$ cat config.mk
export PLATFORM = sky130hd
export DESIGN_NAME = i3c_ccc_decoder
export DESIGN_NICKNAME = d
export VERILOG_FILES = /design/src/rtl/i3c_ccc_pkg.sv /design/src/rtl/ccc_front.sv /design/src/rtl/ccc_cfg_regs.sv /design/src/rtl/ccc_responder.sv /design/src/rtl/i3c_ccc_decoder.sv
export SDC_FILE = /design/constraint.sdc
export NUM_CORES = 1
export LEC_CHECK = 0
export BUFFER_PORTS_ARGS = -buffer_cell sky130_fd_sc_hd__buf_2
export CELL_PAD_IN_SITES_DETAIL_PLACEMENT = 0
export CELL_PAD_IN_SITES_GLOBAL_PLACEMENT = 1
export CORE_ASPECT_RATIO = 0.75
export CORE_UTILIZATION = 38
export DETAILED_ROUTE_END_ITERATION = 10
export PLACE_DENSITY_LB_ADDON = 0.1
export SLEW_MARGIN = 20
export SYNTH_ARGS = -nofsm -noshare
export SYNTH_HDL_FRONTEND = slang
export SYNTH_SLANG_ARGS = --single-unit
$ cat constraint.sdc
create_clock -name clk -period 2.6 [get_ports clk]
set_input_delay 0.39 -clock clk [delete_from_list [all_inputs] [get_ports clk]]
set_output_delay 0.39 -clock clk [all_outputs]
set_load 0.02 [all_outputs]
$ cat src/rtl/i3c_ccc_pkg.sv
package i3c_ccc_pkg;

  localparam int BYTE_W = 8;

  // codes whose behaviour this block implements (others only flagged)
  localparam logic [7:0] OP_EVT_ON_B   = 8'h00;
  localparam logic [7:0] OP_EVT_OFF_B  = 8'h01;
  localparam logic [7:0] OP_ADDR_CLR_B = 8'h06;
  localparam logic [7:0] OP_WLEN_B     = 8'h09;
  localparam logic [7:0] OP_RLEN_B     = 8'h0A;
  localparam logic [7:0] OP_EVT_ON_D   = 8'h80;
  localparam logic [7:0] OP_EVT_OFF_D  = 8'h81;
  localparam logic [7:0] OP_ADDR_CLR_D = 8'h86;
  localparam logic [7:0] OP_ADDR_NEW   = 8'h88;
  localparam logic [7:0] OP_WLEN_D     = 8'h89;
  localparam logic [7:0] OP_RLEN_D     = 8'h8A;
  localparam logic [7:0] OP_GET_WLEN   = 8'h8B;
  localparam logic [7:0] OP_GET_RLEN   = 8'h8C;
  localparam logic [7:0] OP_GET_ID     = 8'h8D;
  localparam logic [7:0] OP_GET_BCHAR  = 8'h8E;
  localparam logic [7:0] OP_GET_DCHAR  = 8'h8F;
  localparam logic [7:0] OP_GET_STAT   = 8'h90;

  typedef struct packed {
    logic hj;
    logic ibi;
  } evt_en_t;

  localparam int EVT_IBI_BIT = 0;
  localparam int EVT_HJ_BIT  = 3;

  function automatic logic code_supported(input logic [7:0] c);
    logic r;
    case (c)
      8'h00, 8'h01, 8'h06, 8'h07, 8'h09, 8'h0A, 8'h0C, 8'h2A,
      8'h80, 8'h81, 8'h86, 8'h88, 8'h89, 8'h8A, 8'h8B, 8'h8C,
      8'h8D, 8'h8E, 8'h8F, 8'h90, 8'h94, 8'h9A: r = 1'b1;
      default: r = 1'b0;
    endcase
    return r;
  endfunction

endpackage

$ cat src/rtl/ccc_front.sv
module ccc_front
  import i3c_ccc_pkg::*;
(
  input  logic              clk,
  input  logic              rst_n,
  input  logic              cmd_valid,
  input  logic [BYTE_W-1:0] cmd_code,
  input  logic              addr_hit,
  input  logic              xfer_end,
  input  logic              sa_hit_in,
  input  logic              da_hit_in,
  output logic              cmd_take,
  output logic [BYTE_W-1:0] code_q,
  output logic              take_q,
  output logic              sup_irq,
  output logic              unsup_irq,
  output logic              sa_flag,
  output logic              da_flag
);

  logic [BYTE_W-1:0] code_d;
  logic              take_d, active_d, active_q;
  logic              sup_d, unsup_d, sa_d, da_d;
  logic              is_sup;

  assign is_sup   = code_supported(cmd_code);
  // bit 7 separates bus-wide from addressed codes
  assign cmd_take = cmd_valid & (~cmd_code[BYTE_W-1] | addr_hit);

  always_comb begin
    code_d   = code_q;
    take_d   = take_q;
    active_d = active_q;
    if (cmd_valid) begin
      code_d   = cmd_code;
      take_d   = cmd_take;
      active_d = 1'b1;
    end else if (xfer_end) begin
      take_d   = 1'b0;
      active_d = 1'b0;
    end
    sup_d   = cmd_take & is_sup;
    unsup_d = cmd_take & ~is_sup;
    sa_d    = sa_hit_in & ~active_q & ~cmd_valid;
    da_d    = da_hit_in & ~active_q & ~cmd_valid;
  end

  always_ff @(posedge clk or negedge rst_n) begin
    if (!rst_n) begin
      code_q    <= '0;
      take_q    <= 1'b0;
      active_q  <= 1'b0;
      sup_irq   <= 1'b0;
      unsup_irq <= 1'b0;
      sa_flag   <= 1'b0;
      da_flag   <= 1'b0;
    end else begin
      code_q    <= code_d;
      take_q    <= take_d;
      active_q  <= active_d;
      sup_irq   <= sup_d;
      unsup_irq <= unsup_d;
      sa_flag   <= sa_d;
      da_flag   <= da_d;
    end
  end

  assert_code_latch_R1: assert property (@(posedge clk) disable iff (!rst_n)
    cmd_valid |=> code_q == $past(cmd_code));

  assert_one_flag_R2: assert property (@(posedge clk) disable iff (!rst_n)
    !(sup_irq && unsup_irq));

  assert_direct_gate_R3: assert property (@(posedge clk) disable iff (!rst_n)
    (cmd_valid && cmd_code[BYTE_W-1] && !addr_hit) |=> (!sup_irq && !unsup_irq));

  assert_match_quiet_R4: assert property (@(posedge clk) disable iff (!rst_n)
    (active_q || cmd_valid) |=> (!sa_flag && !da_flag));

endmodule

$ cat src/rtl/ccc_cfg_regs.sv
module ccc_cfg_regs
  import i3c_ccc_pkg::*;
#(
  parameter int          ADDR_W   = 7,
  parameter int          LEN_W    = 16,
  parameter logic [15:0] RLEN_RST = 16'h0100,
  parameter logic [15:0] WLEN_RST = 16'h0100,
  parameter logic [7:0]  PSZ_RST  = 8'h00,
  parameter logic        IBI_RST  = 1'b1,
  parameter logic        HJ_RST   = 1'b1
)(
  input  logic              clk,
  input  logic              rst_n,
  input  logic              cmd_valid,
  input  logic [BYTE_W-1:0] cmd_code,
  input  logic              cmd_take,
  input  logic [BYTE_W-1:0] code_q,
  input  logic              take_q,
  input  logic              wr_valid,
  input  logic [BYTE_W-1:0] wr_data,
  output evt_en_t           evt_q,
  output logic [ADDR_W-1:0] addr_q,
  output logic              addr_ok_q,
  output logic [LEN_W-1:0]  rlen_q,
  output logic [LEN_W-1:0]  wlen_q,
  output logic [BYTE_W-1:0] psz_q
);

  localparam int LEN_BYTES = LEN_W / BYTE_W;
  localparam int IDX_MAX   = LEN_BYTES + 1;
  localparam int IDX_W     = $clog2(IDX_MAX + 1);

  logic [IDX_W-1:0]  idx_q, idx_d;
  evt_en_t           evt_d;
  logic [ADDR_W-1:0] addr_d;
  logic              addr_ok_d;
  logic [LEN_W-1:0]  rlen_d, wlen_d;
  logic [BYTE_W-1:0] psz_d;
  logic              wr_en;
  int                k;

  assign wr_en = wr_valid & take_q;
  assign k     = int'(idx_q);

  always_comb begin
    idx_d     = idx_q;
    evt_d     = evt_q;
    addr_d    = addr_q;
    addr_ok_d = addr_ok_q;
    rlen_d    = rlen_q;
    wlen_d    = wlen_q;
    psz_d     = psz_q;

    if (cmd_valid) begin
      idx_d = '0;
      if (cmd_take && (cmd_code == OP_ADDR_CLR_B || cmd_code == OP_ADDR_CLR_D)) begin
        addr_d    = '0;
        addr_ok_d = 1'b0;
      end
    end else if (wr_valid) begin
      if (k < IDX_MAX) idx_d = idx_q + 1'b1;
    end

    if (wr_en) begin
      case (code_q)
        OP_EVT_ON_B, OP_EVT_ON_D: if (k == 0) begin
          evt_d.ibi = evt_q.ibi | wr_data[EVT_IBI_BIT];
          evt_d.hj  = evt_q.hj  | wr_data[EVT_HJ_BIT];
        end
        OP_EVT_OFF_B, OP_EVT_OFF_D: if (k == 0) begin
          evt_d.ibi = evt_q.ibi & ~wr_data[EVT_IBI_BIT];
          evt_d.hj  = evt_q.hj  & ~wr_data[EVT_HJ_BIT];
        end
        OP_ADDR_NEW: if (k == 0) begin
          addr_d    = wr_data[BYTE_W-1 -: ADDR_W];
          addr_ok_d = 1'b1;
        end
        OP_RLEN_B, OP_RLEN_D: begin
          if (k < LEN_BYTES)
            rlen_d[BYTE_W*(LEN_BYTES-1-k) +: BYTE_W] = wr_data;
          else if (k == LEN_BYTES)
            psz_d = wr_data;
        end
        OP_WLEN_B, OP_WLEN_D: begin
          if (k < LEN_BYTES)
            wlen_d[BYTE_W*(LEN_BYTES-1-k) +: BYTE_W] = wr_data;
        end
        default: ;
      endcase
    end
  end

  always_ff @(posedge clk or negedge rst_n) begin
    if (!rst_n) begin
      idx_q     <= '0;
      evt_q     <= '{hj: HJ_RST, ibi: IBI_RST};
      addr_q    <= '0;
      addr_ok_q <= 1'b0;
      rlen_q    <= RLEN_RST[LEN_W-1:0];
      wlen_q    <= WLEN_RST[LEN_W-1:0];
      psz_q     <= PSZ_RST;
    end else begin
      idx_q     <= idx_d;
      evt_q     <= evt_d;
      addr_q    <= addr_d;
      addr_ok_q <= addr_ok_d;
      rlen_q    <= rlen_d;
      wlen_q    <= wlen_d;
      psz_q     <= psz_d;
    end
  end

  assert_evt_only_R5: assert property (@(posedge clk) disable iff (!rst_n)
    !(wr_en && (code_q == OP_EVT_ON_B || code_q == OP_EVT_ON_D ||
                code_q == OP_EVT_OFF_B || code_q == OP_EVT_OFF_D)) |=> $stable(evt_q));

  assert_addr_clear_R6: assert property (@(posedge clk) disable iff (!rst_n)
    (cmd_take && (cmd_code == OP_ADDR_CLR_B || cmd_code == OP_ADDR_CLR_D))
      |=> (!addr_ok_q && addr_q == '0));

  assert_addr_new_R7: assert property (@(posedge clk) disable iff (!rst_n)
    (wr_en && code_q == OP_ADDR_NEW && idx_q == '0)
      |=> (addr_ok_q && addr_q == $past(wr_data[BYTE_W-1 -: ADDR_W])));

  assert_no_write_R3: assert property (@(posedge clk) disable iff (!rst_n)
    (wr_valid && !take_q) |=> ($stable(rlen_q) && $stable(wlen_q) && $stable(psz_q)));

endmodule

$ cat src/rtl/ccc_responder.sv
module ccc_responder
  import i3c_ccc_pkg::*;
#(
  parameter int LEN_W     = 16,
  parameter int PID_BYTES = 6,
  parameter int ST_BYTES  = 2
)(
  input  logic                        clk,
  input  logic                        rst_n,
  input  logic                        cmd_valid,
  input  logic [BYTE_W-1:0]           code_q,
  input  logic                        take_q,
  input  logic                        rd_req,
  input  logic [BYTE_W*PID_BYTES-1:0] prov_id,
  input  logic [BYTE_W-1:0]           bus_char,
  input  logic [BYTE_W-1:0]           dev_char,
  input  logic [BYTE_W*ST_BYTES-1:0]  dev_status,
  input  logic [LEN_W-1:0]            rlen,
  input  logic [LEN_W-1:0]            wlen,
  input  logic [BYTE_W-1:0]           psz,
  output logic [BYTE_W-1:0]           rd_data,
  output logic                        rd_valid
);

  localparam int LEN_BYTES = LEN_W / BYTE_W;
  localparam int IDX_MAX   = PID_BYTES + 1;
  localparam int IDX_W     = $clog2(IDX_MAX + 1);

  logic [IDX_W-1:0]           idx_q, idx_d;
  logic [BYTE_W-1:0]          sel, data_d;
  logic [LEN_W-1:0]           lsh;
  logic [BYTE_W*PID_BYTES-1:0] psh;
  logic [BYTE_W*ST_BYTES-1:0] ssh;
  logic                       valid_d;
  int                         k;

  assign k = int'(idx_q);

  // byte k of a value sent most significant byte first
  always_comb begin
    lsh = '0;
    psh = prov_id >> (BYTE_W * (PID_BYTES - 1 - k));
    ssh = dev_status >> (BYTE_W * (ST_BYTES - 1 - k));
    sel = '0;
    if (take_q) begin
      case (code_q)
        OP_GET_WLEN: if (k < LEN_BYTES) begin
          lsh = wlen >> (BYTE_W * (LEN_BYTES - 1 - k));
          sel = lsh[BYTE_W-1:0];
        end
        OP_GET_RLEN: begin
          if (k < LEN_BYTES) begin
            lsh = rlen >> (BYTE_W * (LEN_BYTES - 1 - k));
            sel = lsh[BYTE_W-1:0];
          end else if (k == LEN_BYTES) begin
            sel = psz;
          end
        end
        OP_GET_ID:    if (k < PID_BYTES) sel = psh[BYTE_W-1:0];
        OP_GET_BCHAR: if (k == 0) sel = bus_char;
        OP_GET_DCHAR: if (k == 0) sel = dev_char;
        OP_GET_STAT:  if (k < ST_BYTES) sel = ssh[BYTE_W-1:0];
        default: ;
      endcase
    end
  end

  always_comb begin
    idx_d   = idx_q;
    data_d  = rd_data;
    valid_d = rd_req;
    if (cmd_valid) begin
      idx_d = '0;
    end else if (rd_req) begin
      data_d = sel;
      if (k < IDX_MAX) idx_d = idx_q + 1'b1;
    end
  end

  always_ff @(posedge clk or negedge rst_n) begin
    if (!rst_n) begin
      idx_q    <= '0;
      rd_data  <= '0;
      rd_valid <= 1'b0;
    end else begin
      idx_q    <= idx_d;
      rd_data  <= data_d;
      rd_valid <= valid_d;
    end
  end

  assert_rd_strobe_R11: assert property (@(posedge clk) disable iff (!rst_n)
    rd_req |=> rd_valid);

  assert_past_end_R11: assert property (@(posedge clk) disable iff (!rst_n)
    (rd_req && !cmd_valid && k == IDX_MAX) |=> rd_data == '0);

  assert_no_answer_R3: assert property (@(posedge clk) disable iff (!rst_n)
    (rd_req && !cmd_valid && !take_q) |=> rd_data == '0);

endmodule

$ cat src/rtl/i3c_ccc_decoder.sv
module i3c_ccc_decoder
  import i3c_ccc_pkg::*;
#(
  parameter int          ADDR_W    = 7,
  parameter int          LEN_W     = 16,
  parameter int          PID_BYTES = 6,
  parameter int          ST_BYTES  = 2,
  parameter logic [15:0] RLEN_RST  = 16'h0100,
  parameter logic [15:0] WLEN_RST  = 16'h0100,
  parameter logic [7:0]  PSZ_RST   = 8'h00
)(
  input  logic                        clk,
  input  logic                        rst_n,
  input  logic                        cmd_valid,
  input  logic [7:0]                  cmd_code,
  input  logic                        addr_hit,
  input  logic                        wr_valid,
  input  logic [7:0]                  wr_data,
  input  logic                        rd_req,
  input  logic                        xfer_end,
  input  logic                        sa_hit_in,
  input  logic                        da_hit_in,
  input  logic [8*PID_BYTES-1:0]      prov_id,
  input  logic [7:0]                  bus_char,
  input  logic [7:0]                  dev_char,
  input  logic [8*ST_BYTES-1:0]       dev_status,
  output logic [7:0]                  ccc_code,
  output logic                        sup_irq,
  output logic                        unsup_irq,
  output logic                        sa_flag,
  output logic                        da_flag,
  output logic                        ibi_en,
  output logic                        hj_en,
  output logic [ADDR_W-1:0]           dyn_addr,
  output logic                        dyn_addr_valid,
  output logic [LEN_W-1:0]            max_rd_len,
  output logic [LEN_W-1:0]            max_wr_len,
  output logic [7:0]                  ibi_size,
  output logic [7:0]                  rd_data,
  output logic                        rd_valid
);

  localparam int SYNC_STAGES = 2;

  logic [SYNC_STAGES-1:0] rst_pipe;
  logic                   rst_sync_n;
  logic                   cmd_take, take_q;
  evt_en_t                evt;

  // asynchronous assertion, synchronous release
  always_ff @(posedge clk or negedge rst_n) begin
    if (!rst_n) rst_pipe <= '0;
    else        rst_pipe <= {rst_pipe[SYNC_STAGES-2:0], 1'b1};
  end
  assign rst_sync_n = rst_pipe[SYNC_STAGES-1];

  ccc_front u_front (
    .clk       (clk),
    .rst_n     (rst_sync_n),
    .cmd_valid (cmd_valid),
    .cmd_code  (cmd_code),
    .addr_hit  (addr_hit),
    .xfer_end  (xfer_end),
    .sa_hit_in (sa_hit_in),
    .da_hit_in (da_hit_in),
    .cmd_take  (cmd_take),
    .code_q    (ccc_code),
    .take_q    (take_q),
    .sup_irq   (sup_irq),
    .unsup_irq (unsup_irq),
    .sa_flag   (sa_flag),
    .da_flag   (da_flag)
  );

  ccc_cfg_regs #(
    .ADDR_W   (ADDR_W),
    .LEN_W    (LEN_W),
    .RLEN_RST (RLEN_RST),
    .WLEN_RST (WLEN_RST),
    .PSZ_RST  (PSZ_RST),
    .IBI_RST  (1'b1),
    .HJ_RST   (1'b1)
  ) u_cfg (
    .clk       (clk),
    .rst_n     (rst_sync_n),
    .cmd_valid (cmd_valid),
    .cmd_code  (cmd_code),
    .cmd_take  (cmd_take),
    .code_q    (ccc_code),
    .take_q    (take_q),
    .wr_valid  (wr_valid),
    .wr_data   (wr_data),
    .evt_q     (evt),
    .addr_q    (dyn_addr),
    .addr_ok_q (dyn_addr_valid),
    .rlen_q    (max_rd_len),
    .wlen_q    (max_wr_len),
    .psz_q     (ibi_size)
  );

  assign ibi_en = evt.ibi;
  assign hj_en  = evt.hj;

  ccc_responder #(
    .LEN_W     (LEN_W),
    .PID_BYTES (PID_BYTES),
    .ST_BYTES  (ST_BYTES)
  ) u_resp (
    .clk        (clk),
    .rst_n      (rst_sync_n),
    .cmd_valid  (cmd_valid),
    .code_q     (ccc_code),
    .take_q     (take_q),
    .rd_req     (rd_req),
    .prov_id    (prov_id),
    .bus_char   (bus_char),
    .dev_char   (dev_char),
    .dev_status (dev_status),
    .rlen       (max_rd_len),
    .wlen       (max_wr_len),
    .psz        (ibi_size),
    .rd_data    (rd_data),
    .rd_valid   (rd_valid)
  );

endmodule

==> key figures <==
Status
  • Status: finished clean

Global route
  • Total grt overflow: 0
  • GRT Overall Usage: 22.3%
  • First-pass GRT wire length: 21700 um
  • Largest net degree at the start of global routing: 53
  • Vias in the first global route: 4043
  • Initial antenna violation count: 0

Clocking
  • Post-CTS setup repair buffer count: 0
  • Clock slew at reported path FFs: 60 ps
  • CTS tree: done
  • Clock buffer depth: 2
  • Worst skew pair latency: 340 ps
  • Post-CTS Resized: 0
  • Hold-fix buffers, CTS: 1
  • CTS H-tree depth: 3
  • CTS Sinks: 80
  • CTS root buf: clkbuf_16
  • CTS Buf Count: 9

STA
  • Final hold slack: 197 ps
  • Rel. slew slack: 52.7%
  • Final setup viols: 0
  • Max Freq: 454 MHz
  • RSZ-0062 raised after global routing: false
  • Fin. max-slew vios: 0
  • Final hold viol count: 0
  • Worst-Margin Slew: 710 ps
  • Min Tclk post-route: 2210 ps
  • Post-Route Setup TNS: 0 ps
  • Tcrit/Tclk final: 84.8%
  • Worst Clk Skew: 8.26 ps

Detailed routing
  • DRC viols: 0
  • Detailed Routing Iterations Pass 1: 4
  • Average wire per standard cell: 18.0 um
  • DR vias/cell: 5.16
  • Iter 0 DRT Violations: 141
  • Final Routed Wirelength: 14000 um
  • DR vias: 4027
  • Final ANT Viol Nets: 0

Hold path
  • Worst hold-check path type: input pin to flop

Critical path
  • CP max FO: 12
  • Worst Path Required: 2820 ps
  • Worst Setup Start Kind: flop
  • Slowest-stage cell, CP: ha_1
  • CP cell instances: inv_1, ha_1, mux2i_1, nor2_1, a311oi_1, a21oi_1, a221o_1
  • Worst setup path class: flop to flop
  • Crit path largest cell delay: 580 ps
  • WP data arrival: 2420 ps
  • Endpoint class of the critical path: flop

Floorplan
  • Die area: 0.0129 mm2
  • Die Span X: 131 um
  • Initial Util: 40.0%
  • Die Ht: 98.8 um
  • CORE AREA: 0.0119 mm2
  • Std cell rows: 34
  • # IOs: 176

Placed design
  • GP Congestion: 0.783
  • Post-DP HPWL: 10900 um
  • PortBufs: 175
  • DP Cell Count: 763

Cells and area
  • Commonest non-fill, non-tap cells in the layout: 175 x buf_2, 74 x dfrtp_1, 62 x mux2_2
  • Fill cells: 1115
  • Share of cells above drive strength 1: 47.7%
  • Final net count: 729
  • Commonest non-fill, non-tap cell in the layout: buf_2
  • Ant diodes: 0
  • Final non-filler cell total: 780
  • P&R area growth vs syn: 30.0%

Flow run
  • Max Cap Violations: 0

Logic synthesis
  • Netlist cell types: 62
  • Post-Syn Area: 0.00475 mm2
  • Post-synth top flop: dfrtp_1
  • Post-Syn Area per Cell: 11.0 um2
  • Post-synthesis sequential area ratio: 42.3%
  • Synth Instances: 432
  • Synth async-reset ratio: 100%
  • Syn Nets: 548
  • Yosys warning total: 0
  • EDFF count, synth: 0
  • Yosys reg bits: 80

Power and ir drop
  • Overall Power: 3.21 mW
  • Leakage Power: 3.11 nW
  • Pwr/cell area: 520 mW/mm2
  • VDD IR max: 391 uV
-- power breakdown --
group / internal (mW) / total (mW) / switching, mW / leakage, nW
registers: 1.29 / 1.35 / 0.0673 / 1.06
logic: 0.243 / 0.558 / 0.315 / 1.89
clock network: 0.756 / 1.30 / 0.539 / 0.152
-- synth_stat cells, types with 4 or more instances --
cell | number | area [um2]
a21oi_1 | 7 | 35.0
a22o_1 | 5 | 43.8
a22oi_1 | 12 | 90.1
and2_1 | 8 | 50.1
and3_1 | 5 | 31.3
buf_2 | 4 | 20.0
clkbuf_1 | 10 | 37.5
dfrtp_1 | 76 | 1900
dfstp_2 | 4 | 105
ha_1 | 11 | 138
inv_1 | 9 | 33.8
mux2_2 | 62 | 698
mux2i_1 | 32 | 320
nand2_1 | 40 | 150
nand2b_1 | 5 | 31.3
nand3_1 | 10 | 50.1
nand3b_1 | 5 | 37.5
nand4_1 | 4 | 25.0
nor2_1 | 18 | 67.6
nor3_1 | 5 | 25.0
nor3_2 | 4 | 40.0
nor3b_1 | 8 | 60.1
nor4_4 | 4 | 85.1
o21ai_0 | 16 | 80.1
o22ai_1 | 5 | 31.3
o2bb2ai_1 | 7 | 61.3
-- metrics by stage --
step | setup slack [ps] | instance area, um2 | utilization, %
final | 395 | 6170 | 52.0
after global routing | 194 | 6170 | 52.0
after CTS | 370 | 6170 | 52.0
after detailed placement | 401 | 5860 | 49.3
after global placement | 428 | 5860 | 49.3
after floorplan | 157 | 4750 | -
-- cell type report --
cell class,count,area [um2],share of cell area [%]
clock buffer,9,225,3.65
clock inverter,7,77.6,1.26
inverter,9,33.8,0.548
multi-input combinational,325,2620,42.4
sequential,80,2010,32.6
tap,162,203,3.29
timing repair buffer,188,1000,16.2
-- registers in the layout, summed over array words and instances (netlist names), named ones only --
name,cells
u_cfg.rlen_q,16
u_cfg.wlen_q,16
u_cfg.psz_q,8
u_front.code_q,8
u_resp.rd_data,8
u_cfg.addr_q,7
u_resp.idx_q,3
rst_pipe,2
u_cfg.idx_q,2
u_cfg.addr_ok_q,1
u_front.active_q,1
u_front.da_flag,1
u_front.sa_flag,1
u_front.sup_irq,1
u_front.take_q,1
u_front.unsup_irq,1
u_resp.rd_valid,1
-- logic make-up after synthesis --
group / synth area share, %
multiplexers: 21.9
buffers and inverters: 2.56
adder cells (fa/ha/maj): 2.90
XOR/XNOR: 0.554
flip-flops: 42.3
AO/OA/AOI/OAI: 10.2
AND/OR/NAND/NOR: 19.5
other: 0.0790
-- routing by layer --
metal | vias to the layer above | part of all wire, % | GRT usage, %
li1 | 1953 | - | -
met1 | 1935 | 48 | 30.5
met2 | 129 | 46 | 35.9
met3 | 10 | 5.4 | 4.78
met4 | 0 | 0.84 | 5.31
met5 | - | 0 | 0
-- final timing paths --
path,start,endpoint,slack [ps],cells past startpoint
min reg2reg,rst_pipe[0],rst_pipe[1],350,0
max,u_resp.idx_q[1],u_resp.rd_data[6],390,7
max in group asynchronous,rst_pipe[1],u_cfg.rlen_q[4],1630,1
min in group asynchronous,rst_n,rst_pipe[1],360,2
max reg2reg,u_resp.idx_q[1],u_resp.rd_data[6],390,7
min,rd_req,u_resp.rd_valid,200,1
-- worst max-delay path, delay by kind of cell, from the launching register on --
kind / cells / cell delay [ps]
multiplexers: 1 / 240
adder cells (fa/ha/maj): 1 / 580
AND/OR/NAND/NOR: 1 / 50
AO/OA/AOI/OAI: 3 / 650
buffers and inverters: 1 / 130
flip-flops: 1 / 440
No activity file was read; power rests on OpenSTA's default activity.
